==> config.mk <==
export PLATFORM = sky130hd
export DESIGN_NAME = pot_word_loader
export DESIGN_NICKNAME = d
export VERILOG_FILES = /design/src/rtl/pot_loader_pkg.sv /design/src/rtl/pot_stage_reg.sv /design/src/rtl/pot_phase_ctr.sv /design/src/rtl/pot_serial_fsm.sv /design/src/rtl/pot_word_loader.sv
export SDC_FILE = /design/constraint.sdc
export NUM_CORES = 1
export LEC_CHECK = 0
export BUFFER_PORTS_ARGS = -buffer_cell sky130_fd_sc_hd__buf_2
export CAP_MARGIN = 40
export CORE_MARGIN = 3
export CORE_UTILIZATION = 31
export CTS_CLUSTER_SIZE = 24
export DETAILED_ROUTE_END_ITERATION = 6
export GPL_ROUTABILITY_DRIVEN = 0
export SLEW_MARGIN = 20
export SYNTH_ARGS = -nofsm -noshare
export SYNTH_HDL_FRONTEND = slang
export SYNTH_HIERARCHICAL = 1
export SYNTH_SLANG_ARGS = --single-unit
==> constraint.sdc <==
create_clock -name clk -period 3 [get_ports clk]
set_input_delay 0.15 -clock clk [delete_from_list [all_inputs] [get_ports clk]]
set_output_delay 0.15 -clock clk [all_outputs]
set_load 0.02 [all_outputs]
==> src/rtl/pot_loader_pkg.sv <==
package pot_loader_pkg;

    typedef enum logic [1:0] {
        TX_IDLE  = 2'd0,
        TX_LEAD  = 2'd1,
        TX_SHIFT = 2'd2,
        TX_TRAIL = 2'd3
    } tx_state_e;

endpackage

==> src/rtl/pot_stage_reg.sv <==
// Holds the two host-written halves of the potentiometer setup word.
module pot_stage_reg #(
    parameter int BUS_W = 16,
    parameter int LO_W  = 8,
    localparam int WORD_W = BUS_W + LO_W
) (
    input  logic              clk,
    input  logic              rst_n,
    input  logic              wr_en,
    input  logic              wr_hi,
    input  logic [BUS_W-1:0]  wr_data,
    output logic [WORD_W-1:0] word
);

    typedef struct packed {
        logic [BUS_W-1:0] hi;
        logic [LO_W-1:0]  lo;
    } stage_t;

    stage_t s_d, s_q;

    always_comb begin
        s_d = s_q;
        if (wr_en) begin
            if (wr_hi) begin
                s_d.hi = wr_data;
            end else begin
                s_d.lo = wr_data[LO_W-1:0];
            end
        end
    end

    always_ff @(posedge clk) begin
        if (!rst_n) begin
            s_q <= '0;
        end else begin
            s_q <= s_d;
        end
    end

    assign word = {s_q.hi, s_q.lo};

endmodule

==> src/rtl/pot_phase_ctr.sv <==
// Counts system clocks inside one serial-clock period.
module pot_phase_ctr #(
    parameter int DIV = 8,
    localparam int PH_W = (DIV > 2) ? $clog2(DIV) : 1
) (
    input  logic clk,
    input  logic rst_n,
    input  logic clr,
    output logic period_end,
    output logic high_half
);

    localparam logic [PH_W-1:0] PH_LAST = PH_W'(DIV - 1);
    localparam logic [PH_W-1:0] PH_HALF = PH_W'(DIV / 2);

    typedef struct packed {
        logic [PH_W-1:0] phase;
    } ph_t;

    ph_t p_d, p_q;

    always_comb begin
        p_d = p_q;
        if (clr || (p_q.phase == PH_LAST)) begin
            p_d.phase = '0;
        end else begin
            p_d.phase = p_q.phase + 1'b1;
        end
    end

    always_ff @(posedge clk) begin
        if (!rst_n) begin
            p_q <= '0;
        end else begin
            p_q <= p_d;
        end
    end

    assign period_end = (p_q.phase == PH_LAST);
    assign high_half  = (p_q.phase >= PH_HALF);

endmodule

==> src/rtl/pot_serial_fsm.sv <==
// Frames a latched word onto the three-wire link.
module pot_serial_fsm
    import pot_loader_pkg::*;
#(
    parameter int WORD_W = 24,
    localparam int BIT_W = $clog2(WORD_W)
) (
    input  logic              clk,
    input  logic              rst_n,
    input  logic              start,
    input  logic [WORD_W-1:0] load_word,
    input  logic              period_end,
    input  logic              high_half,
    output logic              clr_phase,
    output logic              busy,
    output logic              cs_n,
    output logic              sclk,
    output logic              sdo
);

    localparam logic [BIT_W-1:0] LAST_IDX = BIT_W'(WORD_W - 1);

    typedef struct packed {
        tx_state_e         state;
        logic [WORD_W-1:0] shreg;
        logic [BIT_W-1:0]  bits_left;
    } fsm_t;

    fsm_t f_d, f_q;
    logic accept;

    assign accept    = start && (f_q.state == TX_IDLE);
    assign clr_phase = accept;

    always_comb begin
        f_d = f_q;
        unique case (f_q.state)
            TX_IDLE: begin
                if (start) begin
                    f_d.state     = TX_LEAD;
                    f_d.shreg     = load_word;
                    f_d.bits_left = LAST_IDX;
                end
            end
            TX_LEAD: begin
                if (period_end) begin
                    f_d.state = TX_SHIFT;
                end
            end
            TX_SHIFT: begin
                if (period_end) begin
                    if (f_q.bits_left == '0) begin
                        f_d.state = TX_TRAIL;
                    end else begin
                        f_d.shreg     = {f_q.shreg[WORD_W-2:0], 1'b0};
                        f_d.bits_left = f_q.bits_left - 1'b1;
                    end
                end
            end
            TX_TRAIL: begin
                if (period_end) begin
                    f_d.state = TX_IDLE;
                end
            end
            default: f_d.state = TX_IDLE;
        endcase
    end

    always_ff @(posedge clk) begin
        if (!rst_n) begin
            f_q <= '{state: TX_IDLE, shreg: '0, bits_left: '0};
        end else begin
            f_q <= f_d;
        end
    end

    assign busy = (f_q.state != TX_IDLE);
    assign cs_n = (f_q.state == TX_IDLE);
    assign sclk = (f_q.state == TX_SHIFT) && high_half;
    assign sdo  = (f_q.state == TX_SHIFT) && f_q.shreg[WORD_W-1];

endmodule

==> src/rtl/pot_word_loader.sv <==
// Top: split-word staging plus framed serial transfer.
module pot_word_loader #(
    parameter int BUS_W = 16,
    parameter int LO_W  = 8,
    parameter int DIV   = 8,
    localparam int WORD_W = BUS_W + LO_W
) (
    input  logic             clk,
    input  logic             rst_n,
    input  logic             wr_en,
    input  logic             wr_hi,
    input  logic [BUS_W-1:0] wr_data,
    input  logic             update,
    output logic             busy,
    output logic             ser_cs_n,
    output logic             ser_sclk,
    output logic             ser_sdo
);

    logic [WORD_W-1:0] staged_word;
    logic              clr_phase;
    logic              period_end;
    logic              high_half;

    pot_stage_reg #(
        .BUS_W (BUS_W),
        .LO_W  (LO_W)
    ) u_stage (
        .clk     (clk),
        .rst_n   (rst_n),
        .wr_en   (wr_en),
        .wr_hi   (wr_hi),
        .wr_data (wr_data),
        .word    (staged_word)
    );

    pot_phase_ctr #(
        .DIV (DIV)
    ) u_phase (
        .clk        (clk),
        .rst_n      (rst_n),
        .clr        (clr_phase),
        .period_end (period_end),
        .high_half  (high_half)
    );

    pot_serial_fsm #(
        .WORD_W (WORD_W)
    ) u_fsm (
        .clk        (clk),
        .rst_n      (rst_n),
        .start      (update),
        .load_word  (staged_word),
        .period_end (period_end),
        .high_half  (high_half),
        .clr_phase  (clr_phase),
        .busy       (busy),
        .cs_n       (ser_cs_n),
        .sclk       (ser_sclk),
        .sdo        (ser_sdo)
    );

endmodule

# Word-level counts from Yosys, hierarchy flattened
# Cells that the tools add are included.
[word_totals] wordCells=42 ff_bits=58 in_bits=21
[classes] n_lt_le_gt_ge=1 n_reduce_logical=13 eq_ne=10 muxes=8 add_sub_neg=2 n_bitwise=2
[ops] op="two-way mux 31 bit" n=2
[ops] op="case mux 29 bit (2 select lines)" n=1
[ops] op="two-way mux 29 bit" n=1
[ops] op="inequality test 2 bit (second input constant)" n=5
[ops] op="case mux 2 bit (4 select lines)" n=1
[ops] op="two-way mux 2 bit" n=3
[ops] op="logical NOT 5 bit" n=1
[ops] op="AND reduction 5 bit" n=1
[ops] op="subtractor 5 x 1 -> 5 bit (second input constant)" n=1
[ops] op="== test 2 bit (second input constant)" n=2
[ops] op="AND reduction 2 bit" n=2
[ops] op="AND reduction 4 bit" n=1
[ops] op="nonzero test 2 bit" n=2
[ops] op="adder 3 x 1 -> 3 bit (second input constant)" n=1
[ops] op="== test 3 bit (second input constant)" n=1
[ops] op="greater-or-equal comparator 3 bit (second input constant)" n=1
[ops] op="logical AND 1 bit" n=3
[ops] op="== test 2 x 1 -> 1 bit (second input constant)" n=1
[ops] op="logical NOT 2 bit" n=1
[ops] op="inequality test 2 x 1 -> 1 bit (second input constant)" n=1
[ops] op="inverter 1 bit" n=2
[ops] op="OR reduction 2 bit" n=1
[ops] op="logical OR 1 bit" n=1

# Depth between registers and ports, before layout
# Gate-level depths: netlist (run 1).
[logic_depth] ltp_word=4 depth_mapped=8

# Hierarchy
# Netlist (run 1), hierarchy kept.
[by_module_without_submodules] mod="pot_serial_fsm" area_each_um2=1596.5 instances=1 cells_each=168
[by_module_without_submodules] mod="pot_stage_reg" area_each_um2=924.6 instances=1 cells_each=99
[by_module_without_submodules] mod="pot_phase_ctr" area_each_um2=148.9 instances=1 cells_each=12

# Least setup slack after synthesis (run 1)
# OpenSTA, ideal clock, no wires.
[synth_timing] path_kind="register to register" startpoint="register u_fsm/f_q[29] (netlist name)" endpoint="register u_fsm/f_q[15] (netlist name)" synth_period_minus_slack_ns=1.893 setup_ns=0.116 path_stages_with_launch=8 path_slack_ns=1.107 t_arrival_ns=1.777 path_cell_list="dfxtp_1 inv_1 ha_1 nor2b_1 a2111oi_4 clkbuf_1 nand2_1 o211a_1"
[synth_between] elab_chain_cells=3 word_cells_on_any_way=8 cone_classes="eq/ne: 4; mux: 1; reduce/logical: 3"
[synth_lines] item="start: declaration" line_no="pot_serial_fsm.sv:29" source="fsm_t f_d, f_q;"
[synth_lines] item="start signal: assignment" line_no="pot_serial_fsm.sv:71" source="f_q <= '{state: TX_IDLE, shreg: '0, bits_left: '0};"
[synth_lines] item="logical NOT 2 bit (*)"
[synth_lines] item="named net ser_cs_n" line_no="pot_word_loader.sv:15" source="output logic ser_cs_n,"
[synth_lines] item="inequality test 2 bit (no source line) / nonzero test 2 bit (equally long branches)"
[synth_lines] item="AND reduction 4 bit (no source line)"
# The timed path passes the listed nets; every way through them passes the cells marked *.
# A chain may end at the register's enable or synchronous reset.

# Worst setup path after layout (run 1)
[layout_timing] startpoint="register u_fsm/f_q[29] (netlist name)" endpoint="register u_fsm/f_q[5] (netlist name)"
[layout_between] elab_chain_cells=3 word_cells_on_any_way=8 cone_classes="eq/ne: 4; mux: 1; reduce/logical: 3"
[layout_lines] item="== test 2 bit / logical NOT 2 bit (equally long branches)" line_no="pot_serial_fsm.sv:37" source="unique case (f_q.state)"
[layout_lines] item="inequality test 2 bit (no source line) / nonzero test 2 bit (equally long branches)"
[layout_lines] item="AND reduction 4 bit (no source line)"
# Parallel ways exist; a longest one is shown, timed or not.

==> impl_results.md, run 1 <==
* WHS at 0.0601 ns
* R2R depth at 7
* Core Footprint at 8300 um^2
* Final clock skew at 0.00536 ns
* Post-synth EDFFs at 0
* Nets at 325
* Clk buf depth at 2
* Largest net degree at the start of global routing at 51
* Layout area overhead at 14.5%
* Initial Util at 32.2%
* Width of the die at between 90 and 100 um
* Worst R2R Setup Slack at ~0.88 ns
* Wire per inst at 12.9 um
* Worst IR Drop VDD at around 0.42 mV
* Top-Level Pins at 25
* Synth cell types at 30
* Slew @ Worst Pin at 0.612 ns
* Buffers added on ports at 24
* Seq/Total Area, Yosys at 43.5%
* # fillers at approximately 840
* Final Max Tran Viols at 0
* Tmin final at 2.12 ns
* Htree depth at 3
* HPWL after DPL at roughly 3500 um
* Mapped Cells at 279
* Reg2reg start: u_fsm/f_q[29]$_SDFFE_PN0P_
* Via count at 1968
* Vias/cell at ~4.9
* Top-count cell post-synth: nand2_1
* Synth area leader: dfxtp_1
* Clk pin slew, worst setup/hold paths at 0.06 ns
* PostCTS Resize Cnt at 0
* Drt first pass iters at 4
* Initial DRC Count at between 90 and 100
* Fin crit share at 70.7%
* # rows at 33
* Setup WS post-layout at 0.879 ns
* CP Capture Type: flip-flop
* Die area at just under 10000 um^2
* GRT Total Usage at a little under an eighth
* Worst r2r dst: u_fsm/f_q[5]$_SDFFE_PN0P_
* Number of global-route vias before repair at around 1900
* Routed Wire Length at 5220 um
* Crit path max fanout at 50
* Setup CP Type: reg -> reg
* CTS tree: yes
* End-of-flow core utilization at roughly 37%
* Post-route antenna net violation count at 0
* Mean post-synth cell area at 9.57 um^2
* CP Data Required Time at ~3.2 ns
* Hold path depth at 3
* Syn. warnings at 6
* Initial antenna violation count at 0
* Post-Layout Inst Area at 3060 um^2
* Fraction of registers with async set/reset at 0%
* Syn nets at 309
* Synthesized cell area at 2670 um^2
* Global-route wire length before repair at between 8000 and 9000 um
* GR Overflow Total at 0
* Root Buffer: clkbuf_8
* DRC viols at 0
* Die span in y at 98.8 um
* Final setup TNS at 0 ns
* Startpoint types: flip-flop
* Synth cell count leaders: nand2_1, dfxtp_1, mux2i_1
* # hold bufs at CTS at 0
* Number of synthesized register bits at 58
* Final hold vios at 0
* Worst Hold Class: in -> reg
* CTS Buf Count at 9
* Clock Latency Late Sink at between 0.3 and 0.4 ns
* Synth area leaders: dfxtp_1, mux2i_1, o211a_1, nand2_1, ha_1
* RSZ-0062 raised after global routing: no
* Most common flop cell mapped by yosys: dfxtp_1
* Yosys top cell area share at 43.5%
* Max-Cap Viols at 0
* Multi-input gate area at around 1400 um^2
* Outcome: finished clean
* # clock sinks at 58
* Placed Instance Area at ~2900 um^2
* FMAX at 0.471 GHz
* Post-CTS Setup Bufs at 0
* Antenna diodes at 0
* Rel. slew slack at 59.2%
* Arrival @ worst endpoint at 2.34 ns
* Cell area power density at 922 nW/um^2
* Leakage at 1.45 nW
* Hold Path Sink: u_stage/word[17]$_SDFFE_PN0P_
* Layout cell share with drive strength beyond 1 at 17.1%
* Final setup fails at 0
* Sequential cell area at 1160 um^2
* Pre-CTS setup slack at 0.871 ns
* Hold Crit Start: wr_data[9]
## state kept, by name, indices dropped and copies added, names as in the netlist
register and count:
u_fsm/f_q 31, u_phase/p_q 3, u_stage/word 24
## layout make-up
cell class	instances	area share [%]
well taps	105	4.30
inverters	8	0.982
clock buffers	9	4.05
repair buffers	28	5.32
multi-input cells	190	44.7
clock inverters	6	2.70
flip-flops and latches	58	38.0
## report_power, final
part	switching (W)	internal [W]
Clock	0.000300	0.000458
Combinational	0.000595	0.000430
Sequential	0.000102	0.000933
## cells in the final DEF (no fill, tap or decap), types with 3 or more instances in the layout
| master | Yosys | routed |
|---|---|---|
| nand2_1 | 60 | 60 |
| dfxtp_1 | 58 | 58 |
| mux2i_1 | 41 | 41 |
| buf_2 | 5 | 24 |
| o211a_1 | 23 | 23 |
| clkbuf_8 | 0 | 9 |
| nand4_1 | 9 | 9 |
| inv_1 | 8 | 8 |
| ha_1 | 9 | 8 |
| o21ai_1 | 8 | 8 |
| o21ai_0 | 7 | 7 |
| nor2_1 | 4 | 4 |
| nand2b_1 | 4 | 4 |
| a21oi_1 | 4 | 4 |
| clkinv_2 | 0 | 3 |
| buf_4 | 0 | 3 |
| and2_1 | 3 | 3 |
## kinds of logic after synthesis
kind of cell	synth area share, %
AOI/OAI and AO/OA	14.6
adders and majority gates	4.22
DFF	43.5
muxes	15.4
and+or+nand+nor	16.9
buffers and inverters	5.44
## worst max-delay path by stage
stage | start | cells past startpoint | to
after CTS | u_fsm/f_q[29]$_SDFFE_PN0P_ | 7 | u_fsm/f_q[5]$_SDFFE_PN0P_
after global routing | u_fsm/f_q[29]$_SDFFE_PN0P_ | 7 | u_fsm/f_q[5]$_SDFFE_PN0P_
after floorplan | u_fsm/f_q[29]$_SDFFE_PN0P_ | 7 | u_fsm/f_q[15]$_SDFFE_PN0P_
after detailed placement | u_fsm/f_q[29]$_SDFFE_PN0P_ | 7 | u_fsm/f_q[5]$_SDFFE_PN0P_
after global placement | u_fsm/f_q[29]$_SDFFE_PN0P_ | 7 | u_fsm/f_q[5]$_SDFFE_PN0P_
final | u_fsm/f_q[29]$_SDFFE_PN0P_ | 7 | u_fsm/f_q[5]$_SDFFE_PN0P_
## metal layers
layer	up-vias	GRT usage [%]	wire [um]
met3	2	4.60	232
li1	1006	-	-
met1	930	14.9	2520
met2	30	17.1	2450
met4	0	2.84	16
met5	-	0	0
## per-stage QoR
step                cells  total power, W
floorplan             279         0.00188
global placement      388         0.00204
detailed placement    389         0.00208
CTS                   404         0.00285
global route          404         0.00304
finish                404         0.00282
## critical path: stages (launching register included)
cell       delay, ns
dfxtp_1         0.38
inv_1           0.08
ha_1            0.27
nor2b_1         0.22
a2111oi_4       0.28
buf_4           0.47
nor2_1          0.10
a41o_1          0.21
Note: power is estimated with default switching activity, not from simulation.
==> run 2: changes to the inputs <==
--- a/config.mk
+++ b/config.mk
@@ -5,6 +5,7 @@
 export SDC_FILE = /design/constraint.sdc
 export NUM_CORES = 1
 export LEC_CHECK = 0
+export ABC_AREA = 1
 export BUFFER_PORTS_ARGS = -buffer_cell sky130_fd_sc_hd__buf_2
 export CAP_MARGIN = 40
 export CORE_MARGIN = 3
==> constraint.sdc (replaced) <==
create_clock -name clk -period 1.7 [get_ports clk]
set_input_delay 0.085 -clock clk [delete_from_list [all_inputs] [get_ports clk]]
set_output_delay 0.085 -clock clk [all_outputs]
set_load 0.02 [all_outputs]
==> run 2 against run 1 <==
Design area is 14% higher. Largest power group is now combinational logic. Count of clock-buffer cells in the layout up 2. Non-clock buffer count increased by 19. First-iteration DRC count up 33%.
==> impl_results.md, run 2 <==
* Synth cell count leaders: nor2_1, nand2_1, dfxtp_1 (was nand2_1, dfxtp_1, mux2i_1)
* Setup WS post-layout at 0.126 ns (was 0.879 ns)
* Internal power at 0.00339 W (was 0.00182 W)
* Post-synth EDFFs at 0 (unchanged)
* Layout cell share with drive strength beyond 1 at 16.4% (was 17.1%)
* CP Data Required Time at 1.94 ns (was 3.22 ns)
* Synth cell types at 23 (was 30)
* Vias/cell at 4.74 (was 4.87)
* Final setup fails at 0 (unchanged)
* Global-route wire length before repair at 11500 um (was 8840 um)
* Routed Wire Length at 6710 um (was 5220 um)
* Layout area overhead at 20.3% (was 14.5%)
* Top-Level Pins at 25 (unchanged)
* Die span in y at 103 um (was 98.8 um)
* Mean post-synth cell area at 7.11 um^2 (was 9.57 um^2)
* Worst path max stage delay at 0.33 ns (was 0.47 ns)
* Nets at 472 (was 325)
* Tmin final at 1.57 ns (was 2.12 ns)
* Most common cell after layout, fill and taps aside: nor2_1 (was nand2_1)
* Worst IR Drop VDD at 0.790 mV (was 0.418 mV)
* CTS Buf Count at 9 (unchanged)
* Antenna diodes at 0 (unchanged)
* Max reg flops at 31 (unchanged)
* Clock Latency Late Sink at 0.34 ns (was 0.33 ns)
* Cell area power density at 1580 nW/um^2 (was 922 nW/um^2)
* Clk buf depth at 2 (unchanged)
* Setup CP Type: reg -> reg (unchanged)
* Initial DRC Count at 124 (was 93)
* Most common flop cell mapped by yosys: dfxtp_1 (unchanged)
* Yosys top cell area share at 40.0% (was 43.5%)
* Final clock skew at 0.00464 ns (was 0.00536 ns)
* Final setup TNS at 0 ns (unchanged)
* Mapped Cells at 408 (was 279)
* Width of the die at 103 um (was 98.8 um)
* Switching power total at 0.00214 W (was 0.000997 W)
* Largest net degree at the start of global routing at 39 (was 51)
* Syn nets at 438 (was 309)
* Gate power share at 43.5% (was 36.4%)
* Clk pin slew, worst setup/hold paths at 0.06 ns (about the same)
* Synth area leaders: dfxtp_1, nor2_1, nand2_1, nand3_1, a21boi_0 (was dfxtp_1, mux2i_1, o211a_1, nand2_1, ha_1)
* Drt first pass iters at 4 (unchanged)
* Synthesized cell area at 2900 um^2 (was 2670 um^2)
* RSZ-0062 raised after global routing: no (unchanged)
* Crit-path leading delay family: simple AND/OR/NAND/NOR gates (was buffers and inverters)
* Buffers added on ports at 24 (unchanged)
* Crit-path slowest cell: dfxtp_1 (was buf_4)
* Root Buffer: clkbuf_8 (unchanged)
* Syn. warnings at 6 (unchanged)
* Sequential power share at 33.7% (was 36.7%)
* Arrival @ worst endpoint at 1.81 ns (was 2.34 ns)
* Final hold vios at 0 (unchanged)
* Number of global-route vias before repair at 2412 (was 1890)
* Top-count cell post-synth: nor2_1 (was nand2_1)
* Critical path, cell by cell: ha_1 > ha_1 > inv_2 > nand2_4 > nand2_4 > nor2_8 > nand2_4 > inv_4 > buf_4 > nor2_1 > nor2_1 (was inv_1 > ha_1 > nor2b_1 > a2111oi_4 > buf_4 > nor2_1 > a41o_1)
* Rel. slew slack at 71.7% (was 59.2%)
* Final Max Tran Viols at 0 (unchanged)
* Core Footprint at 8890 um^2 (was 8300 um^2)
* Via count at 2619 (was 1968)
* # rows at 34 (was 33)
* Leakage at 1.61 nW (was 1.45 nW)
* Most flop-heavy register: u_fsm/f_q (unchanged)
* FMAX at 0.635 GHz (was 0.471 GHz)
* Outcome: finished clean (unchanged)
* Crit path max fanout at 8 (was 50)
* Most frequent CP cell: nand2_4
* Initial Util at 32.6% (was 32.2%)
* Fin crit share at 92.6% (was 70.7%)
* GR Overflow Total at 0 (unchanged)
* Fraction of registers with async set/reset at 0% (unchanged)
* Bufs and invs on worst path at 3 (was 2)
* Slew @ Worst Pin at 0.424 ns (was 0.612 ns)
* Initial antenna violation count at 0 (unchanged)
* Pre-CTS setup slack at 0.0568 ns (was 0.871 ns)
* Leading cell types in the layout, fill and taps excluded: nor2_1, nand2_1, dfxtp_1, nand3_1, inv_1 (was nand2_1, dfxtp_1, mux2i_1, buf_2, o211a_1)
* # clock sinks at 58 (unchanged)
* Total chip power at 0.00552 W (was 0.00282 W)
* Worst Hold Class: in -> reg (unchanged)
* GRT Total Usage at 13.8% (was 11.3%)
* Die area at 10600 um^2 (was 9760 um^2)
* Max-Cap Viols at 0 (unchanged)
* HPWL after DPL at 4300 um (was 3460 um)
* CP Capture Type: flip-flop (unchanged)
* Clock network power share at 22.8% (was 26.9%)
* Switch share at 38.7% (was 35.4%)
* Number of synthesized register bits at 58 (unchanged)
* Startpoint types: flip-flop (unchanged)
* Post-route antenna net violation count at 0 (unchanged)
* DRC viols at 0 (unchanged)
* Seq/Total Area, Yosys at 40.0% (was 43.5%)
* CTS tree: yes (unchanged)
* Htree depth at 3 (unchanged)
* Synth area leader: dfxtp_1 (unchanged)
* Wire per inst at 12.1 um (was 12.9 um)
## run 2: changes by cell type in the layout (fill, tap and decap cells not counted), sizes merged, moves of 23 or more
cell / previous run / this run
nor2: 4 / 100
a21boi: 0 / 23
inv: 8 / 34
mux2i: 41 / 0
nand3: 1 / 41
o211a: 23 / 0
## run 2: final cells by class
class,count,area [um^2]
fill,901,5400
clock buffer,11,151
timing repair buffer,47,400
inverter,34,130
sequential,58,1160
clock inverter,3,40.0
multi-input combinational,292,1470
tap,108,135
## run 2: logic make-up after synthesis
logic type	after synthesis	synth area share, %
compound gates	60	12.3
fa+ha+maj	9	3.88
buf+inv	58	9.75
flops	58	40.0
simple gates	223	34.0
## run 2: power by group through the flow
stage / logic (W) / clock network [W] / registers [W]
6_report: 0.00240 / 0.00126 / 0.00186
5_1_grt: 0.00272 / 0.00137 / 0.00189
2_1_floorplan: 0.00178 / 0 / 0.00183
3_5_place_dp: 0.00232 / 0 / 0.00188
4_1_cts: 0.00236 / 0.00130 / 0.00185
3_3_place_gp: 0.00228 / 0 / 0.00187
## run 2: path summary, 6_finish.rpt
check | endpoint | cells past startpoint | from | slack, ns
max | u_fsm/f_q[28]$_SDFFE_PN0P_ | 11 | u_phase/p_q[0]$_SDFF_PP0_ | 0.13
min | u_stage/word[22]$_SDFFE_PN0P_ | 3 | wr_data[14] | 0.02
max reg2reg | u_fsm/f_q[28]$_SDFFE_PN0P_ | 11 | u_phase/p_q[0]$_SDFF_PP0_ | 0.13
min reg2reg | u_phase/p_q[0]$_SDFF_PP0_ | 1 | u_phase/p_q[0]$_SDFF_PP0_ | 0.45
## run 2: routing by layer
| metal | GRT usage (%) | vias up | part of all wire, % |
|---|---|---|---|
| met1 | 18.2 | 1208 | 49 |
| met3 | 3.86 | 7 | 3.6 |
| met5 | 0 | - | 0 |
| met2 | 21.9 | 46 | 46 |
| met4 | 4.78 | 0 | 1.4 |
| li1 | - | 1358 | - |
## run 2: worst min-delay path, delay by kind of cell
| family | cells | cell delay, ns |
|---|---|---|
| compound gates | 1 | 0.07 |
| simple gates | 1 | 0.09 |
| buf+inv | 1 | 0.07 |
## run 2: what timing repair did
action,CTS,global route
resized for setup,0,4
endpoints found under the hold margin,11,0
setup buffers,0,0
hold buffers,11,0
endpoints found under the setup margin,0,23
## run 2: stage by stage
step           cells  utilization (%)  instance area [um^2]  hold slack (ns)
6_report         553             39.2                  3490           0.0163
5_1_grt          553             39.2                  3490           0.0451
4_1_cts          552             38.8                  3450          0.00834
3_5_place_dp     527             35.4                  3150            0.330
3_3_place_gp     527             35.4                  3150            0.326
2_1_floorplan    408                -                  2900            0.221
